[src/rtl/fpm_pkg.sv]
package fpm_pkg;

    typedef enum logic [2:0] {
        ST_POWERUP,
        ST_REF_COL,
        ST_REF_ROW,
        ST_IDLE,
        ST_ROW,
        ST_COL,
        ST_PRECHG
    } ctl_state_e;

    function automatic int imax(input int a, input int b);
        return (a > b) ? a : b;
    endfunction

endpackage

[src/rtl/fpm_addr_split.sv]
module fpm_addr_split #(
    parameter int ROW_BITS = 11,
    parameter int COL_BITS = 10,
    parameter int AB_W     = 11
) (
    input  logic [ROW_BITS+COL_BITS-1:0] host_addr,
    output logic [AB_W-1:0]              row_bus,
    output logic [AB_W-1:0]              col_bus
);
    localparam int HA_W = ROW_BITS + COL_BITS;

    generate
        if (AB_W > ROW_BITS) begin : g_row_pad
            assign row_bus = {{(AB_W-ROW_BITS){1'b0}}, host_addr[HA_W-1:COL_BITS]};
        end else begin : g_row_full
            assign row_bus = host_addr[HA_W-1:COL_BITS];
        end
        if (AB_W > COL_BITS) begin : g_col_pad
            assign col_bus = {{(AB_W-COL_BITS){1'b0}}, host_addr[COL_BITS-1:0]};
        end else begin : g_col_full
            assign col_bus = host_addr[COL_BITS-1:0];
        end
    endgenerate

endmodule

[src/rtl/fpm_refresh_timer.sv]
module fpm_refresh_timer #(
    parameter int INTERVAL = 3906
) (
    input  logic clk,
    input  logic rst,
    input  logic run,
    input  logic take,
    output logic pending
);
    localparam int TW = $clog2(INTERVAL + 1);

    typedef struct packed {
        logic [TW-1:0] cnt;
        logic          pend;
    } tmr_t;

    tmr_t t_d, t_q;

    always_comb begin
        logic tick;
        t_d  = t_q;
        tick = 1'b0;
        if (run) begin
            if (t_q.cnt == TW'(INTERVAL - 1)) begin
                t_d.cnt = '0;
                tick    = 1'b1;
            end else begin
                t_d.cnt = t_q.cnt + TW'(1);
            end
        end
        if (tick)      t_d.pend = 1'b1;
        else if (take) t_d.pend = 1'b0;
    end

    always_ff @(posedge clk) begin
        if (rst) t_q <= '0;
        else     t_q <= t_d;
    end

    assign pending = t_q.pend;


    take_valid_chk: assert property (@(posedge clk) disable iff (rst)
        take |-> t_q.pend)
        else $error("refresh taken while none pending");

endmodule

[src/rtl/fpm_dram_ctrl.sv]
module fpm_dram_ctrl #(
    parameter int ROW_BITS  = 11,
    parameter int COL_BITS  = 10,
    parameter int DATA_W    = 4,
    parameter int CLK_KHZ   = 250000,
    parameter int INIT_US   = 200,
    parameter int INIT_CBRS = 8,
    parameter int T_RAS     = 12,
    parameter int T_RP      = 10,
    parameter int T_CP      = 3,
    parameter int T_RCD     = 5,
    parameter int T_CAC     = 4,
    parameter int T_RAC     = 15,
    localparam int HA_W     = ROW_BITS + COL_BITS,
    localparam int AB_W     = fpm_pkg::imax(ROW_BITS, COL_BITS)
) (
    input  logic              clk,
    input  logic              rst,
    input  logic              req,
    input  logic              req_we,
    input  logic [HA_W-1:0]   req_addr,
    input  logic [DATA_W-1:0] req_wdata,
    output logic              ack,
    output logic [DATA_W-1:0] rdata,
    output logic              dram_ras_n,
    output logic              dram_cas_n,
    output logic              dram_we_n,
    output logic              dram_oe_n,
    output logic [AB_W-1:0]   dram_addr,
    input  logic [DATA_W-1:0] dram_dq_i,
    output logic [DATA_W-1:0] dram_dq_o,
    output logic              dram_dq_oe
);
    import fpm_pkg::*;

    localparam int REF_MS   = (ROW_BITS >= 12) ? 64 : 32;
    localparam int REF_INT  = REF_MS * CLK_KHZ / (1 << ROW_BITS);
    localparam int INIT_CYC = INIT_US * CLK_KHZ / 1000;
    localparam int L_ACC    = imax(T_RAS, imax(T_RCD + T_CAC, T_RAC));
    localparam int P_PRE    = imax(T_RP, T_CP);
    localparam int CNT_MAX  = imax(imax(INIT_CYC, L_ACC), imax(P_PRE, T_RAS)) + 1;
    localparam int CW       = $clog2(CNT_MAX + 1);
    localparam int IW       = $clog2(INIT_CBRS + 1);

    typedef struct packed {
        ctl_state_e        st;
        logic [CW-1:0]     cnt;
        logic [IW-1:0]     warm_left;
        logic              warm_done;
        logic              job_we;
        logic [AB_W-1:0]   job_row;
        logic [AB_W-1:0]   job_col;
        logic [DATA_W-1:0] job_wd;
        logic              ras_n;
        logic              cas_n;
        logic              we_n;
        logic              oe_n;
        logic [AB_W-1:0]   addr;
        logic              dq_oe;
        logic              ack;
        logic [DATA_W-1:0] rdata;
    } ctl_t;

    ctl_t c_d, c_q;

    logic [AB_W-1:0] split_row, split_col;
    logic            ref_pend;
    logic            ref_take;

    fpm_addr_split #(
        .ROW_BITS (ROW_BITS),
        .COL_BITS (COL_BITS),
        .AB_W     (AB_W)
    ) u_split (
        .host_addr (req_addr),
        .row_bus   (split_row),
        .col_bus   (split_col)
    );

    fpm_refresh_timer #(
        .INTERVAL (REF_INT)
    ) u_rtmr (
        .clk     (clk),
        .rst     (rst),
        .run     (c_q.warm_done),
        .take    (ref_take),
        .pending (ref_pend)
    );

    always_comb begin
        logic pick;
        c_d      = c_q;
        c_d.ack  = 1'b0;
        pick     = 1'b0;
        ref_take = 1'b0;

        case (c_q.st)
            ST_POWERUP: begin
                if (c_q.cnt == CW'(INIT_CYC - 1)) begin
                    c_d.st  = ST_REF_COL;
                    c_d.cnt = '0;
                end else begin
                    c_d.cnt = c_q.cnt + CW'(1);
                end
            end
            ST_REF_COL: begin
                c_d.st  = ST_REF_ROW;
                c_d.cnt = '0;
            end
            ST_REF_ROW: begin
                if (c_q.cnt == CW'(T_RAS - 1)) begin
                    c_d.st  = ST_PRECHG;
                    c_d.cnt = '0;
                    if (!c_q.warm_done) begin
                        c_d.warm_left = c_q.warm_left - IW'(1);
                        if (c_q.warm_left == IW'(1)) c_d.warm_done = 1'b1;
                    end
                end else begin
                    c_d.cnt = c_q.cnt + CW'(1);
                end
            end
            ST_ROW: begin
                if (c_q.cnt == CW'(T_RCD - 1)) c_d.st = ST_COL;
                c_d.cnt = c_q.cnt + CW'(1);
            end
            ST_COL: begin
                if (c_q.cnt == CW'(L_ACC - 1)) begin
                    c_d.st  = ST_PRECHG;
                    c_d.cnt = '0;
                    c_d.ack = 1'b1;
                    if (!c_q.job_we) c_d.rdata = dram_dq_i;
                end else begin
                    c_d.cnt = c_q.cnt + CW'(1);
                end
            end
            ST_PRECHG: begin
                if (c_q.cnt == CW'(P_PRE - 1)) pick = 1'b1;
                else                           c_d.cnt = c_q.cnt + CW'(1);
            end
            ST_IDLE:  pick = 1'b1;
            default:  c_d.st = ST_IDLE;
        endcase

        if (pick) begin
            c_d.cnt = '0;
            if (!c_q.warm_done || ref_pend) begin
                c_d.st   = ST_REF_COL;
                ref_take = c_q.warm_done;
            end else if (req) begin
                c_d.st      = ST_ROW;
                c_d.job_we  = req_we;
                c_d.job_row = split_row;
                c_d.job_col = split_col;
                c_d.job_wd  = req_wdata;
            end else begin
                c_d.st = ST_IDLE;
            end
        end

        // strobes and bus follow the next state so that they leave a flop
        c_d.ras_n = !(c_d.st inside {ST_ROW, ST_COL, ST_REF_ROW});
        c_d.cas_n = !(c_d.st inside {ST_COL, ST_REF_COL, ST_REF_ROW});
        c_d.we_n  = !(c_d.st == ST_COL && c_d.job_we);
        c_d.oe_n  = !(c_d.st == ST_COL && !c_d.job_we);
        c_d.dq_oe = (c_d.st inside {ST_ROW, ST_COL}) && c_d.job_we;
        c_d.addr  = (c_d.st == ST_ROW) ? c_d.job_row :
                    (c_d.st == ST_COL) ? c_d.job_col : '0;
    end

    always_ff @(posedge clk) begin
        if (rst) begin
            c_q           <= '0;
            c_q.st        <= ST_POWERUP;
            c_q.warm_left <= IW'(INIT_CBRS);
            c_q.ras_n     <= 1'b1;
            c_q.cas_n     <= 1'b1;
            c_q.we_n      <= 1'b1;
            c_q.oe_n      <= 1'b1;
        end else begin
            c_q <= c_d;
        end
    end

    assign ack        = c_q.ack;
    assign rdata      = c_q.rdata;
    assign dram_ras_n = c_q.ras_n;
    assign dram_cas_n = c_q.cas_n;
    assign dram_we_n  = c_q.we_n;
    assign dram_oe_n  = c_q.oe_n;
    assign dram_addr  = c_q.addr;
    assign dram_dq_o  = c_q.job_wd;
    assign dram_dq_oe = c_q.dq_oe;

    // strobe width trackers used only by the checks below
    logic [CW-1:0] lo_len_q, hi_len_q;

    always_ff @(posedge clk) begin
        if (rst) begin
            lo_len_q <= '0;
            hi_len_q <= CW'(P_PRE);
        end else begin
            lo_len_q <= c_q.ras_n ? '0 : lo_len_q + CW'(1);
            hi_len_q <= !c_q.ras_n ? '0 :
                        (hi_len_q == CW'(P_PRE)) ? hi_len_q : hi_len_q + CW'(1);
        end
    end


    ras_min_low_chk: assert property (@(posedge clk) disable iff (rst)
        $rose(c_q.ras_n) |-> (lo_len_q >= CW'(T_RAS)))
        else $error("row strobe released early");


    ras_precharge_chk: assert property (@(posedge clk) disable iff (rst)
        $fell(c_q.ras_n) |-> (hi_len_q == CW'(P_PRE)))
        else $error("row strobe precharge too short");


    cas_after_row_chk: assert property (@(posedge clk) disable iff (rst)
        ($fell(c_q.cas_n) && !c_q.ras_n) |-> (lo_len_q >= CW'(T_RCD)))
        else $error("column strobe too soon after row strobe");


    read_bus_chk: assert property (@(posedge clk) disable iff (rst)
        !c_q.oe_n |-> (c_q.we_n && !c_q.dq_oe && !c_q.ras_n && !c_q.cas_n))
        else $error("read cycle with bus conflict");


    write_setup_chk: assert property (@(posedge clk) disable iff (rst)
        $fell(c_q.we_n) |-> (c_q.dq_oe && $past(c_q.dq_oe)))
        else $error("write data not set up before write enable");


    cbr_order_chk: assert property (@(posedge clk) disable iff (rst)
        ($fell(c_q.ras_n) && !c_q.cas_n) |-> ($past(!c_q.cas_n) && c_q.we_n && c_q.oe_n && !c_q.dq_oe))
        else $error("refresh cycle strobe order wrong");


    ack_pulse_chk: assert property (@(posedge clk) disable iff (rst)
        c_q.ack |=> !c_q.ack)
        else $error("ack longer than one cycle");

endmodule

[config.mk]
export PLATFORM = sky130hd
export DESIGN_NAME = fpm_dram_ctrl
export DESIGN_NICKNAME = d
export VERILOG_FILES = /design/src/rtl/fpm_pkg.sv /design/src/rtl/fpm_addr_split.sv /design/src/rtl/fpm_refresh_timer.sv /design/src/rtl/fpm_dram_ctrl.sv
export SDC_FILE = /design/constraint.sdc
export NUM_CORES = 1
export LEC_CHECK = 0
export ABC_AREA = 1
export CORE_ASPECT_RATIO = 0.5
export CORE_MARGIN = 2
export CORE_UTILIZATION = 25
export DETAILED_ROUTE_END_ITERATION = 8
export PLACE_DENSITY_LB_ADDON = 0.3
export SYNTH_ARGS = -nofsm -noshare
export SYNTH_HDL_FRONTEND = slang
export SYNTH_SLANG_ARGS = --single-unit
[constraint.sdc]
create_clock -name clk -period 1.7 [get_ports clk]
set_clock_uncertainty 0.2 [all_clocks]
set_input_delay 0.255 -clock clk [delete_from_list [all_inputs] [get_ports clk]]
set_output_delay 0.255 -clock clk [all_outputs]
set_load 0.05 [all_outputs]
==> summary.txt, run 1 <==
Worst setup path
  – R2R depth: 11
  – CP required: 1.80 ns
  – Arrival time worst endpoint: 2.11 ns
  – CP Max Fanout: 7
  – Crit end category: register
  – Classification of the worst setup path: register to register
  – CP Launch Type: register

Detailed routing
  – Final wirelength: 13940 um
  – Vias per cell: 4.527
  – Remaining DRCs: 0
  – Routed len/inst: 13.08 um
  – Vias: 4826
  – DRT iter0 DRCs: 223
  – DR pass1 iterations: 4
  – Antenna viol nets, final: 0

Clock network
  – Root Buffer: clkbuf_16
  – H-tree depth: 3
  – Clock buffer depth: 2
  – CTS buffer count: 9
  – Clock Latency Late Sink: 0.36 ns
  – Clock transition at path regs: 0.07 ns
  – Clk sink count: 85
  – CTS hold repair buffers: 0
  – Clock tree from TritonCTS: built

Timing
  – RSZ-0062 raised after global routing: yes
  – Pins over their slew limit: 0
  – Setup WS post-layout: -0.3170 ns
  – Final Hold Vio Count: 0
  – Final period util: 1.186
  – Slew headroom: 0.5331
  – Crit path time final: 2.017 ns
  – Worst hold margin: 0.2544 ns
  – Maximum clock rate: 0.4958 GHz
  – Final setup vio count: 71
  – Worst slew pin tran: 0.6916 ns
  – Setup TNS: -13.52 ns

Finish
  – Nets: 862
  – Layout cells sized above 1: 0.3571
  – Layout area overhead: 55.14%
  – Final Non-Filler Cells: 1066
  – Finished Cell Area: 7196 sq um
  – Total inserted antenna cells: 0
  – Fill count: 1849

Logic synthesis
  – Post-synthesis sequential area ratio: 0.3669
  – Post-synth net total: 719
  – Yosys warns: 0
  – EDFF count, synth: 0
  – Synthesized area: 4638 sq um
  – #FFs+latches synth: 85
  – Syn avg cell area: 6.841 sq um
  – Syn Inst Count: 678
  – Netlist cell types: 37
  – Ys flop type: dfxtp_1
  – Async SR Flop Fraction: 0

Global route
  – First-pass GRT wire length: 22430 um
  – Initial antenna violation count: 0
  – Total GRT Usage: 0.1422
  – GRT busiest layer: met2
  – Met2 GRT Util: 0.2330
  – Largest net degree at the start of global routing: 29
  – Vias in the first global route: 4619
  – Total gr overflow: 0
  – GRT met3 Usage: 0.03528
  – Met1 usage: 0.1906

Flow run
  – Max_cap viols: 0

Floorplanning
  – Core area: 18310 sq um
  – Die area: 19720 sq um
  – Die Width: 196.6 um
  – Die Ht: 100.3 um
  – Total I/O pin count: 58
  – Cell row count: 35
  – Initial Util: 0.2534

Place
  – Placed cell area: 6065 sq um
  – # placed instances: 1029
  – Final Wtd Congestion: 0.8375
  – Hpwl dp: 9677 um
  – # port buffers: 57

Outcome
  – Failing checks: setup timing
  – Outcome: complete, but fails checks

Power and ir drop
  – Total power: 4.271 mW
  – Leakage power: 2.845 nW
  – IR drop worst, VDD: 0.4496 mV
  – Power per Cell Area: 593.6 nW/um^2

Min path
  – Hold Path Class: register to register
  – Hold Crit Depth: 2
repair_timing:
| item | 4_1_cts | 5_1_grt |
|---|---|---|
| setup endpoints to repair | 72 | 81 |
| endpoints found under the hold margin | 0 | 0 |
| resized for setup | 90 | 95 |
| gates cloned | 2 | 3 |
| setup buffers | 14 | 5 |
| pin swaps | 42 | 49 |
worst max-delay path: stages (launching register included):
cell     delay (ns)
dfxtp_4        0.38
inv_4          0.07
ha_4           0.12
nor3b_4        0.22
nand3_4        0.20
nand2_8        0.16
nor2_4         0.06
nor2_4         0.13
buf_12         0.14
buf_8          0.11
nand4_1        0.09
nand2_1        0.09
metal layers:
metal  wire length [um]  share of wire
met5                  0              0
met4                109         0.0078
met3                542          0.039
met2               6438           0.46
met1               6851           0.49
sequential cells by signal (all words and copies together), names as in the netlist, 4 cells and up:
name	count
dram_dq_o	4
rdata	4
c_q	47
u_rtmr.t_q	12
dram_addr	11
power breakdown:
group	switching (mW)	leakage (nW)	internal [mW]
clock	0.958	0.137	1.03
combinational	0.123	2.02	0.152
sequential	0.0162	0.689	1.99
total	1.10	2.85	3.17
cell usage after synthesis, drive strengths merged (2+ instances only):
| cell | n | area [sq um] |
|---|---|---|
| nand2 | 149 | 598.1 |
| dfxtp | 85 | 1702 |
| nor2 | 82 | 340.3 |
| inv | 75 | 281.5 |
| o21ai | 73 | 365.3 |
| nand3 | 53 | 277.8 |
| a21oi | 42 | 255.2 |
| buf | 39 | 277.8 |
| nand4 | 32 | 200.2 |
| clkbuf | 11 | 41.29 |
| nor3 | 9 | 45.04 |
| ha | 8 | 100.1 |
| nor4 | 5 | 31.28 |
| nor3b | 3 | 27.52 |
| a211oi | 2 | 15.01 |
| xor2 | 2 | 17.52 |
cell type report:
class	count	area [sq um]	share of cell area
clock buffers	9	225.2	0.03130
clock inverters	7	63.81	0.008868
inverters	75	301.5	0.04191
multi-input cells	470	2846	0.3956
flip-flops and latches	85	1720	0.2391
well taps	240	300.3	0.04173
repair buffers	180	1738	0.2415
logic make-up (layout without fill, tap and decap cells):
| kind of cell | Yosys count | count (layout) | synth area share |
|---|---|---|---|
| AO/OA/AOI/OAI | 122 | 122 | 0.1457 |
| AND/OR/NAND/NOR | 335 | 337 | 0.3307 |
| buffers and inverters | 125 | 271 | 0.1295 |
| XOR/XNOR | 3 | 3 | 0.005666 |
| adder cells (fa/ha/maj) | 8 | 8 | 0.02158 |
| flip-flops | 85 | 85 | 0.3669 |
layout by cell type, fill, tap and decap left out, drive strengths merged:
cell and count:
nand2 151, buf 146, dfxtp 85, nor2 82, inv 80, o21ai 73, nand3 53, a21oi 42
nand4 32, clkdlybuf4s50 32, clkbuf 11, nor3 9, ha 8, nor4 5, nor3b 3, a211oi 2
xor2 2, clkinvlp 2, o211ai 1, nand3b 1, and3 1, xnor2 1, a21o 1, o311ai 1
o221ai 1, o21a 1
stage by stage:
step,setup WS (ns),utilization
floorplan,-0.03748,-
global placement,-0.3714,0.3313
detailed placement,-0.4051,0.3313
CTS,-0.2606,0.3710
global route,-0.4237,0.3931
finish,-0.3170,0.3931
path summary, 6_finish.rpt:
check	slack [ns]	start	to
min	0.25	c_q[35]$_SDFF_PP0_	c_q[35]$_SDFF_PP0_
max	-0.32	c_q[54]$_SDFFE_PP0P_	dram_addr[8]$_SDFF_PP0_
min reg2reg	0.25	c_q[35]$_SDFF_PP0_	c_q[35]$_SDFF_PP0_
max reg2reg	-0.32	c_q[54]$_SDFFE_PP0P_	dram_addr[8]$_SDFF_PP0_
(Power assumes the default switching activity.)
==> run 2: changes to the inputs <==
--- a/config.mk
+++ b/config.mk
@@ -8,7 +8,7 @@
 export ABC_AREA = 1
 export CORE_ASPECT_RATIO = 0.5
 export CORE_MARGIN = 2
-export CORE_UTILIZATION = 25
+export CORE_UTILIZATION = 50
 export DETAILED_ROUTE_END_ITERATION = 8
 export PLACE_DENSITY_LB_ADDON = 0.3
 export SYNTH_ARGS = -nofsm -noshare
==> summary.txt, run 2 (same netlist as run 1, synthesis figures left out) <==
Outcome
  – Outcome: complete, but fails checks (unchanged)
  – Failing checks: setup timing (unchanged)

Flow run
  – Max_cap viols: 0 (unchanged)

Floorplanning
  – Total I/O pin count: 58 (unchanged)
  – Cell row count: 24 (was 35)
  – Die Width: 140.2 um (was 196.6 um)
  – Initial Util: 0.5236 (was 0.2534)
  – Die area: 10110 sq um (was 19720 sq um)
  – Die Ht: 72.11 um (was 100.3 um)
  – Core area: 8859 sq um (was 18310 sq um)

Power and ir drop
  – Power share of the combinational group: 0.072 (was 0.064)
  – Leakage power: 3.025 nW (was 2.845 nW)
  – Sequential cell fraction of total power: 0.429 (was 0.471)
  – Total power: 4.680 mW (was 4.271 mW)
  – IR drop worst, VDD: 0.6352 mV (was 0.4496 mV)
  – Internal power: 3.603 mW (was 3.174 mW)
  – Power per Cell Area: 623.4 nW/um^2 (was 593.6 nW/um^2)
  – Clock network power share: 0.499 (was 0.465)
  – Switching Power: 1.076 mW (was 1.098 mW)
  – Switching share of power: 0.2300 (was 0.2570)

Clock network
  – Clock Latency Late Sink: 0.36 ns (about the same)
  – Clock buffer depth: 2 (unchanged)
  – Clock transition at path regs: 0.07 ns (about the same)
  – H-tree depth: 3 (unchanged)
  – Clk sink count: 85 (unchanged)
  – CTS hold repair buffers: 0 (unchanged)
  – Clock tree from TritonCTS: built (unchanged)
  – CTS buffer count: 9 (unchanged)
  – Root Buffer: clkbuf_16 (unchanged)

Finish
  – Layout cells sized above 1: 0.4301 (was 0.3571)
  – Total inserted antenna cells: 0 (unchanged)
  – Max reg flops: 47 (unchanged)
  – Layout area overhead: 61.86% (was 55.14%)
  – Commonest cells after routing, fill and taps aside: buf_4 (99), nand2_1 (98), dfxtp_1 (74) (was nand2_1 (116), buf_4 (108), dfxtp_1 (78))
  – Largest reg by FF count: c_q (unchanged)
  – Nets: 860 (was 862)
  – Commonest non-fill, non-tap cell in the layout: buf_4 (was nand2_1)

Detailed routing
  – Final wirelength: 20800 um (was 13940 um)
  – Vias: 5982 (was 4826)
  – Vias per cell: 6.364 (was 4.527)
  – DRT iter0 DRCs: 717 (was 223)
  – Antenna viol nets, final: 0 (unchanged)
  – DR pass1 iterations: 7 (was 4)
  – Remaining DRCs: 0 (unchanged)
  – Routed len/inst: 22.13 um (was 13.08 um)

Worst setup path
  – Max stage delay cell, worst path: nor4_4 (was dfxtp_4)
  – Crit end category: register (unchanged)
  – Arrival time worst endpoint: 2.30 ns (was 2.11 ns)
  – R2R depth: 11 (unchanged)
  – CP Max Fanout: 3 (was 7)
  – CP max stage delay: 0.41 ns (was 0.38 ns)
  – CP cell instances: buf_4 -> ha_4 -> nand3_4 -> buf_6 -> nor4_4 -> nand2_2 -> nand2_4 -> inv_4 -> buf_4 -> nand3_2 -> nor2_1 (was inv_4 -> ha_4 -> nor3b_4 -> nand3_4 -> nand2_8 -> nor2_4 -> nor2_4 -> buf_12 -> buf_8 -> nand4_1 -> nand2_1)
  – Reg2Reg Launch Point: c_q[54]$_SDFFE_PP0P_ (unchanged)
  – Classification of the worst setup path: register to register (unchanged)
  – Crit-path most repeated cell: buf_4 (was nor2_4)
  – Reg2reg setup slack: -0.56 ns (was -0.32 ns)
  – Crit-path leading delay family: simple AND/OR/NAND/NOR gates (unchanged)
  – CP required: 1.74 ns (was 1.80 ns)
  – R2r endpoint: c_q[67]$_SDFFE_PP0P_ (was dram_addr[8]$_SDFF_PP0_)
  – Worst path buffer plus inverter count: 4 (was 3)
  – CP Launch Type: register (unchanged)

Global route
  – Total gr overflow: 0 (unchanged)
  – Largest net degree at the start of global routing: 43 (was 29)
  – Initial antenna violation count: 0 (unchanged)
  – Vias in the first global route: 5203 (was 4619)
  – Total GRT Usage: 0.2943 (was 0.1422)
  – First-pass GRT wire length: 23870 um (was 22430 um)

Timing
  – Final period util: 1.331 (was 1.186)
  – Worst slew pin tran: 0.3993 ns (was 0.6916 ns)
  – RSZ-0062 raised after global routing: yes (unchanged)
  – Final Hold Vio Count: 0 (unchanged)
  – Slew headroom: 0.7328 (was 0.5331)
  – Pins over their slew limit: 0 (unchanged)
  – Final setup vio count: 76 (was 71)
  – Setup WS post-layout: -0.5628 ns (was -0.3170 ns)
  – Maximum clock rate: 0.4419 GHz (was 0.4958 GHz)
  – Worst hold margin: 0.2899 ns (was 0.2544 ns)
  – Crit path time final: 2.263 ns (was 2.017 ns)

Min path
  – Hold EP: c_q[35]$_SDFF_PP0_ (unchanged)
  – Worst Hold Launch: c_q[35]$_SDFF_PP0_ (unchanged)
  – Hold Path Class: register to register (unchanged)
  – Hold Crit Depth: 2 (unchanged)

Place
  – # port buffers: 57 (unchanged)
  – Worst slack at placement: -0.3155 ns (was -0.4051 ns)
  – Final Wtd Congestion: 0.9081 (was 0.8375)
  – Hpwl dp: 8651 um (was 9677 um)
==> run 2: cell types whose count changed in the layout (fill, tap and decap cells not counted), moves of 6 or more <==
cell     change
o21ai_0      -6
buf_4        -9
a21oi_1      -7
nand2_4     +10
nand2_2      +6
nand3_1     -13
nand3_2      +9
nand2_1     -18
buf_6       +11
nor2_1       -9
==> run 2: through the flow <==
stage / setup TNS (ns) / std cells / util / area, sq um
6_report: -21.86 / 940 / 0.8475 / 7507
4_1_cts: -7.311 / 929 / 0.7612 / 6743
5_1_grt: -26.35 / 940 / 0.8475 / 7507
3_3_place_gp: -10.36 / 899 / 0.6585 / 5833
2_1_floorplan: -0.5416 / 678 / - / 4687
3_5_place_dp: -12.81 / 899 / 0.6585 / 5833
==> run 2: how the worst max path moves through the flow <==
| stage | from | to | slack, ns | cells after the start |
|---|---|---|---|---|
| final | c_q[54]$_SDFFE_PP0P_ | c_q[67]$_SDFFE_PP0P_ | -0.56 | 11 |
| after global routing | c_q[53]$_SDFFE_PP0P_ | c_q[67]$_SDFFE_PP0P_ | -0.68 | 11 |
| after CTS | c_q[54]$_SDFFE_PP0P_ | dram_cas_n$_SDFF_PP1_ | -0.21 | 12 |
| after detailed placement | c_q[53]$_SDFFE_PP0P_ | dram_oe_n$_SDFF_PP1_ | -0.32 | 12 |
| after global placement | req | dram_addr[7]$_SDFF_PP0_ | -0.27 | 10 |
| after floorplan | c_q[54]$_SDFFE_PP0P_ | dram_addr[3]$_SDFF_PP0_ | -0.04 | 11 |
==> run 2: timing repair <==
action                                  4_1_cts  5_1_grt
pin swaps                                    40       74
gates resized for setup                     136      162
buffers inserted                             13        9
gates cloned                                  2        3
endpoints found under the setup margin       72       81
==> run 2: area by class of cell <==
class	count	area, sq um
Timing Repair Buffer	179	1757
Clock buffer	10	229.0
Tap cell	117	146.4
Sequential cell	85	1728
Clock inverter	5	108.9
Fill cell	389	1351
Inverter	75	314.1
Multi-Input combinational cell	469	3224
==> run 2: worst register-to-register path: stages, from the launching register on <==
cell and delay [ns]:
dfxtp_4 0.38, buf_4 0.15, ha_4 0.18, nand3_4 0.10
buf_6 0.14, nor4_4 0.41, nand2_2 0.18, nand2_4 0.14
inv_4 0.05, buf_4 0.13, nand3_2 0.05, nor2_1 0.06
==> run 2: metal layers <==
| layer | global-route usage | share of wire |
|---|---|---|
| met5 | 0 | 0 |
| met4 | 0.1448 | 0.085 |
| met3 | 0.06997 | 0.11 |
| met2 | 0.5338 | 0.45 |
| met1 | 0.3335 | 0.35 |
==> run 2: power by group through the flow <==
stage	sequential, mW	clock (mW)	combinational, mW
2_1_floorplan	2.05	0	0.0905
3_3_place_gp	2.05	0	0.228
3_5_place_dp	2.05	0	0.231
4_1_cts	2.01	2.28	0.264
5_1_grt	2.01	2.40	0.350
6_report	2.01	2.34	0.336
==> run 3: changes to the inputs <==
--- a/config.mk
+++ b/config.mk
@@ -14,3 +14,4 @@
 export SYNTH_ARGS = -nofsm -noshare
 export SYNTH_HDL_FRONTEND = slang
 export SYNTH_SLANG_ARGS = --single-unit
+export TNS_END_PERCENT = 5
==> summary.txt, run 3 (same netlist as run 1, synthesis figures left out) <==
Worst setup path
  – R2r endpoint: dram_ras_n$_SDFF_PP1_ (was c_q[67]$_SDFFE_PP0P_)
  – Reg2reg setup slack: -0.37 ns (was -0.56 ns)
  – WP depth: 11 (unchanged)
  – R2R depth: 11 (unchanged)
  – Crit end category: register (unchanged)
  – Worst path buffer plus inverter count: 2 (was 4)
  – CP Max Fanout: 6 (was 3)
  – Max stage delay cell, worst path: dfxtp_4 (was nor4_4)
  – Arrival time worst endpoint: 2.10 ns (was 2.30 ns)
  – CP max stage delay: 0.37 ns (was 0.41 ns)
  – CP cell instances: inv_4 -> ha_4 -> nor3b_4 -> nand3_4 -> nand2_8 -> buf_8 -> nand2_8 -> nand2_4 -> nand3_2 -> nand2_1 -> nand2_1 (was buf_4 -> ha_4 -> nand3_4 -> buf_6 -> nor4_4 -> nand2_2 -> nand2_4 -> inv_4 -> buf_4 -> nand3_2 -> nor2_1)
  – Reg2Reg Launch Point: c_q[54]$_SDFFE_PP0P_ (unchanged)
  – Critical Path Sink: dram_ras_n$_SDFF_PP1_ (was c_q[67]$_SDFFE_PP0P_)
  – Crit-path leading delay family: simple AND/OR/NAND/NOR gates (unchanged)
  – Crit. Startpoint: c_q[54]$_SDFFE_PP0P_ (unchanged)
  – CP required: 1.73 ns (was 1.74 ns)
  – CP Launch Type: register (unchanged)
  – Classification of the worst setup path: register to register (unchanged)

Timing
  – Slew headroom: 0.7162 (was 0.7328)
  – Setup WS post-layout: -0.3695 ns (was -0.5628 ns)
  – Final Hold Vio Count: 0 (unchanged)
  – RSZ-0062 raised after global routing: yes (unchanged)
  – Crit path time final: 2.069 ns (was 2.263 ns)
  – Final period util: 1.217 (was 1.331)
  – Worst slew pin tran: 0.4242 ns (was 0.3993 ns)
  – Maximum clock rate: 0.4832 GHz (was 0.4419 GHz)
  – Final setup vio count: 71 (was 76)
  – Setup TNS: -13.94 ns (was -21.86 ns)
  – Pins over their slew limit: 0 (unchanged)

Clock network
  – Clock tree from TritonCTS: built (unchanged)
  – Clock buffer depth: 2 (unchanged)
  – Root Buffer: clkbuf_16 (unchanged)
  – H-tree depth: 3 (unchanged)
  – Clock Latency Late Sink: 0.35 ns (was 0.36 ns)
  – CTS buffer count: 9 (unchanged)
  – Clk sink count: 85 (unchanged)
  – Clock transition at path regs: 0.07 ns (about the same)

Outcome
  – Failing checks: setup timing (unchanged)
  – Outcome: complete, but fails checks (unchanged)

Floorplanning
  – Die Width: 140.2 um (unchanged)
  – Initial Util: 0.5236 (unchanged)
  – Cell row count: 24 (unchanged)
  – Die area: 10110 sq um (unchanged)
  – Core area: 8859 sq um (unchanged)
  – Total I/O pin count: 58 (unchanged)
  – Die Ht: 72.11 um (unchanged)

Detailed routing
  – Antenna viol nets, final: 0 (unchanged)
  – Vias: 5239 (was 5982)
  – DR pass1 iterations: 5 (was 7)
  – Remaining DRCs: 0 (unchanged)
  – Vias per cell: 5.627 (was 6.364)
  – DRT iter0 DRCs: 433 (was 717)
  – Routed len/inst: 16.57 um (was 22.13 um)
  – Final wirelength: 15430 um (was 20800 um)

Finish
  – Nets: 850 (was 860)
  – Max reg flops: 47 (unchanged)
  – Commonest cells after routing, fill and taps aside: nand2_1 (124), buf_4 (116), dfxtp_1 (77) (was buf_4 (99), nand2_1 (98), dfxtp_1 (74))
  – Largest reg by FF count: c_q (unchanged)
  – Layout area overhead: 44.11% (was 61.86%)
  – Fin util: 0.7545 (was 0.8475)
  – Commonest non-fill, non-tap cell in the layout: nand2_1 (was buf_4)
  – Finished Cell Area: 6684 sq um (was 7507 sq um)
  – Layout cells sized above 1: 0.3280 (was 0.4301)
  – Total inserted antenna cells: 0 (unchanged)

Power and ir drop
  – Internal power: 3.437 mW (was 3.603 mW)
  – Leakage power: 2.712 nW (was 3.025 nW)
  – Total power: 4.437 mW (was 4.680 mW)
  – IR drop worst, VDD: 0.4953 mV (was 0.6352 mV)
  – Switching share of power: 0.2255 (was 0.2300)
  – Power share of the combinational group: 0.058 (was 0.072)
  – Clock network power share: 0.489 (was 0.499)
  – Switching Power: 1.001 mW (was 1.076 mW)
  – Power per Cell Area: 663.9 nW/um^2 (was 623.4 nW/um^2)
  – Sequential cell fraction of total power: 0.453 (was 0.429)

Place
  – Hpwl dp: 8510 um (was 8651 um)
  – # port buffers: 57 (unchanged)
  – Placed cell area: 5766 sq um (was 5833 sq um)
  – Final Wtd Congestion: 0.9588 (was 0.9081)
  – Worst slack at placement: -0.3420 ns (was -0.3155 ns)

Global route
  – Initial antenna violation count: 0 (unchanged)
  – First-pass GRT wire length: 22020 um (was 23870 um)
  – Total gr overflow: 0 (unchanged)
  – Total GRT Usage: 0.2733 (was 0.2943)
  – Vias in the first global route: 4712 (was 5203)
  – Largest net degree at the start of global routing: 43 (unchanged)

Min path
  – Hold Path Class: register to register (unchanged)

Flow run
  – Max_cap viols: 0 (unchanged)
run 3: worst min path at each step:
| stage | startpoint | endpoint | slack, ns | cells after the start |
|---|---|---|---|---|
| CTS | c_q[35]$_SDFF_PP0_ | c_q[35]$_SDFF_PP0_ | 0.25 | 2 |
| global route | c_q[35]$_SDFF_PP0_ | c_q[35]$_SDFF_PP0_ | 0.30 | 2 |
| floorplan | req_wdata[0] | dram_dq_o[0]$_SDFFE_PP0P_ | 0.22 | 2 |
| detailed placement | c_q[35]$_SDFF_PP0_ | c_q[35]$_SDFF_PP0_ | 0.24 | 2 |
| finish | u_rtmr.t_q[7]$_SDFFE_PP0P_ | u_rtmr.t_q[7]$_SDFFE_PP0P_ | 0.28 | 2 |
| global placement | c_q[35]$_SDFF_PP0_ | c_q[35]$_SDFF_PP0_ | 0.24 | 2 |
run 3: area by class of cell:
type,instances,area [sq um]
Fill cell,582,2175
Multi-Input combinational cell,469,2658
Clock buffer,10,229.0
Sequential cell,85,1717
Timing Repair Buffer,169,1549
Inverter,75,294.0
Tap cell,117,146.4
Clock inverter,6,91.34
run 3: worst min-delay path: stages, from the launching register on:
cell	delay, ns
dfxtp_1	0.31
inv_1	0.07
a21oi_1	0.06
run 3: metal layers:
layer  up-vias  global-route usage  share of wire
met2       271              0.4897           0.48
met5         -                   0              0
li1       2475                   -              -
met1      2428              0.3254           0.40
met4         0              0.1100          0.034
met3        65             0.06139          0.082
run 3: power groups by stage:
stage | logic (mW) | clock network, mW | registers, mW
after floorplan | 0.0905 | 0 | 2.05
after global placement | 0.223 | 0 | 2.05
after detailed placement | 0.225 | 0 | 2.05
after CTS | 0.244 | 2.16 | 2.01
after global routing | 0.278 | 2.24 | 2.01
final | 0.257 | 2.17 | 2.01
run 3: per-stage QoR:
stage | hold slack (ns) | cells
6_report | 0.2759 | 931
5_1_grt | 0.2979 | 931
4_1_cts | 0.2469 | 924
3_5_place_dp | 0.2394 | 890
3_3_place_gp | 0.2373 | 890
2_1_floorplan | 0.2190 | 678
run 3: what timing repair did:
action                                  4_1_cts  5_1_grt
pin swaps                                    25       29
hold buffers                                  0        0
resized for setup                            65       55
endpoints found under the setup margin       68       80
cloned                                        2        1
setup buffers                                16        6
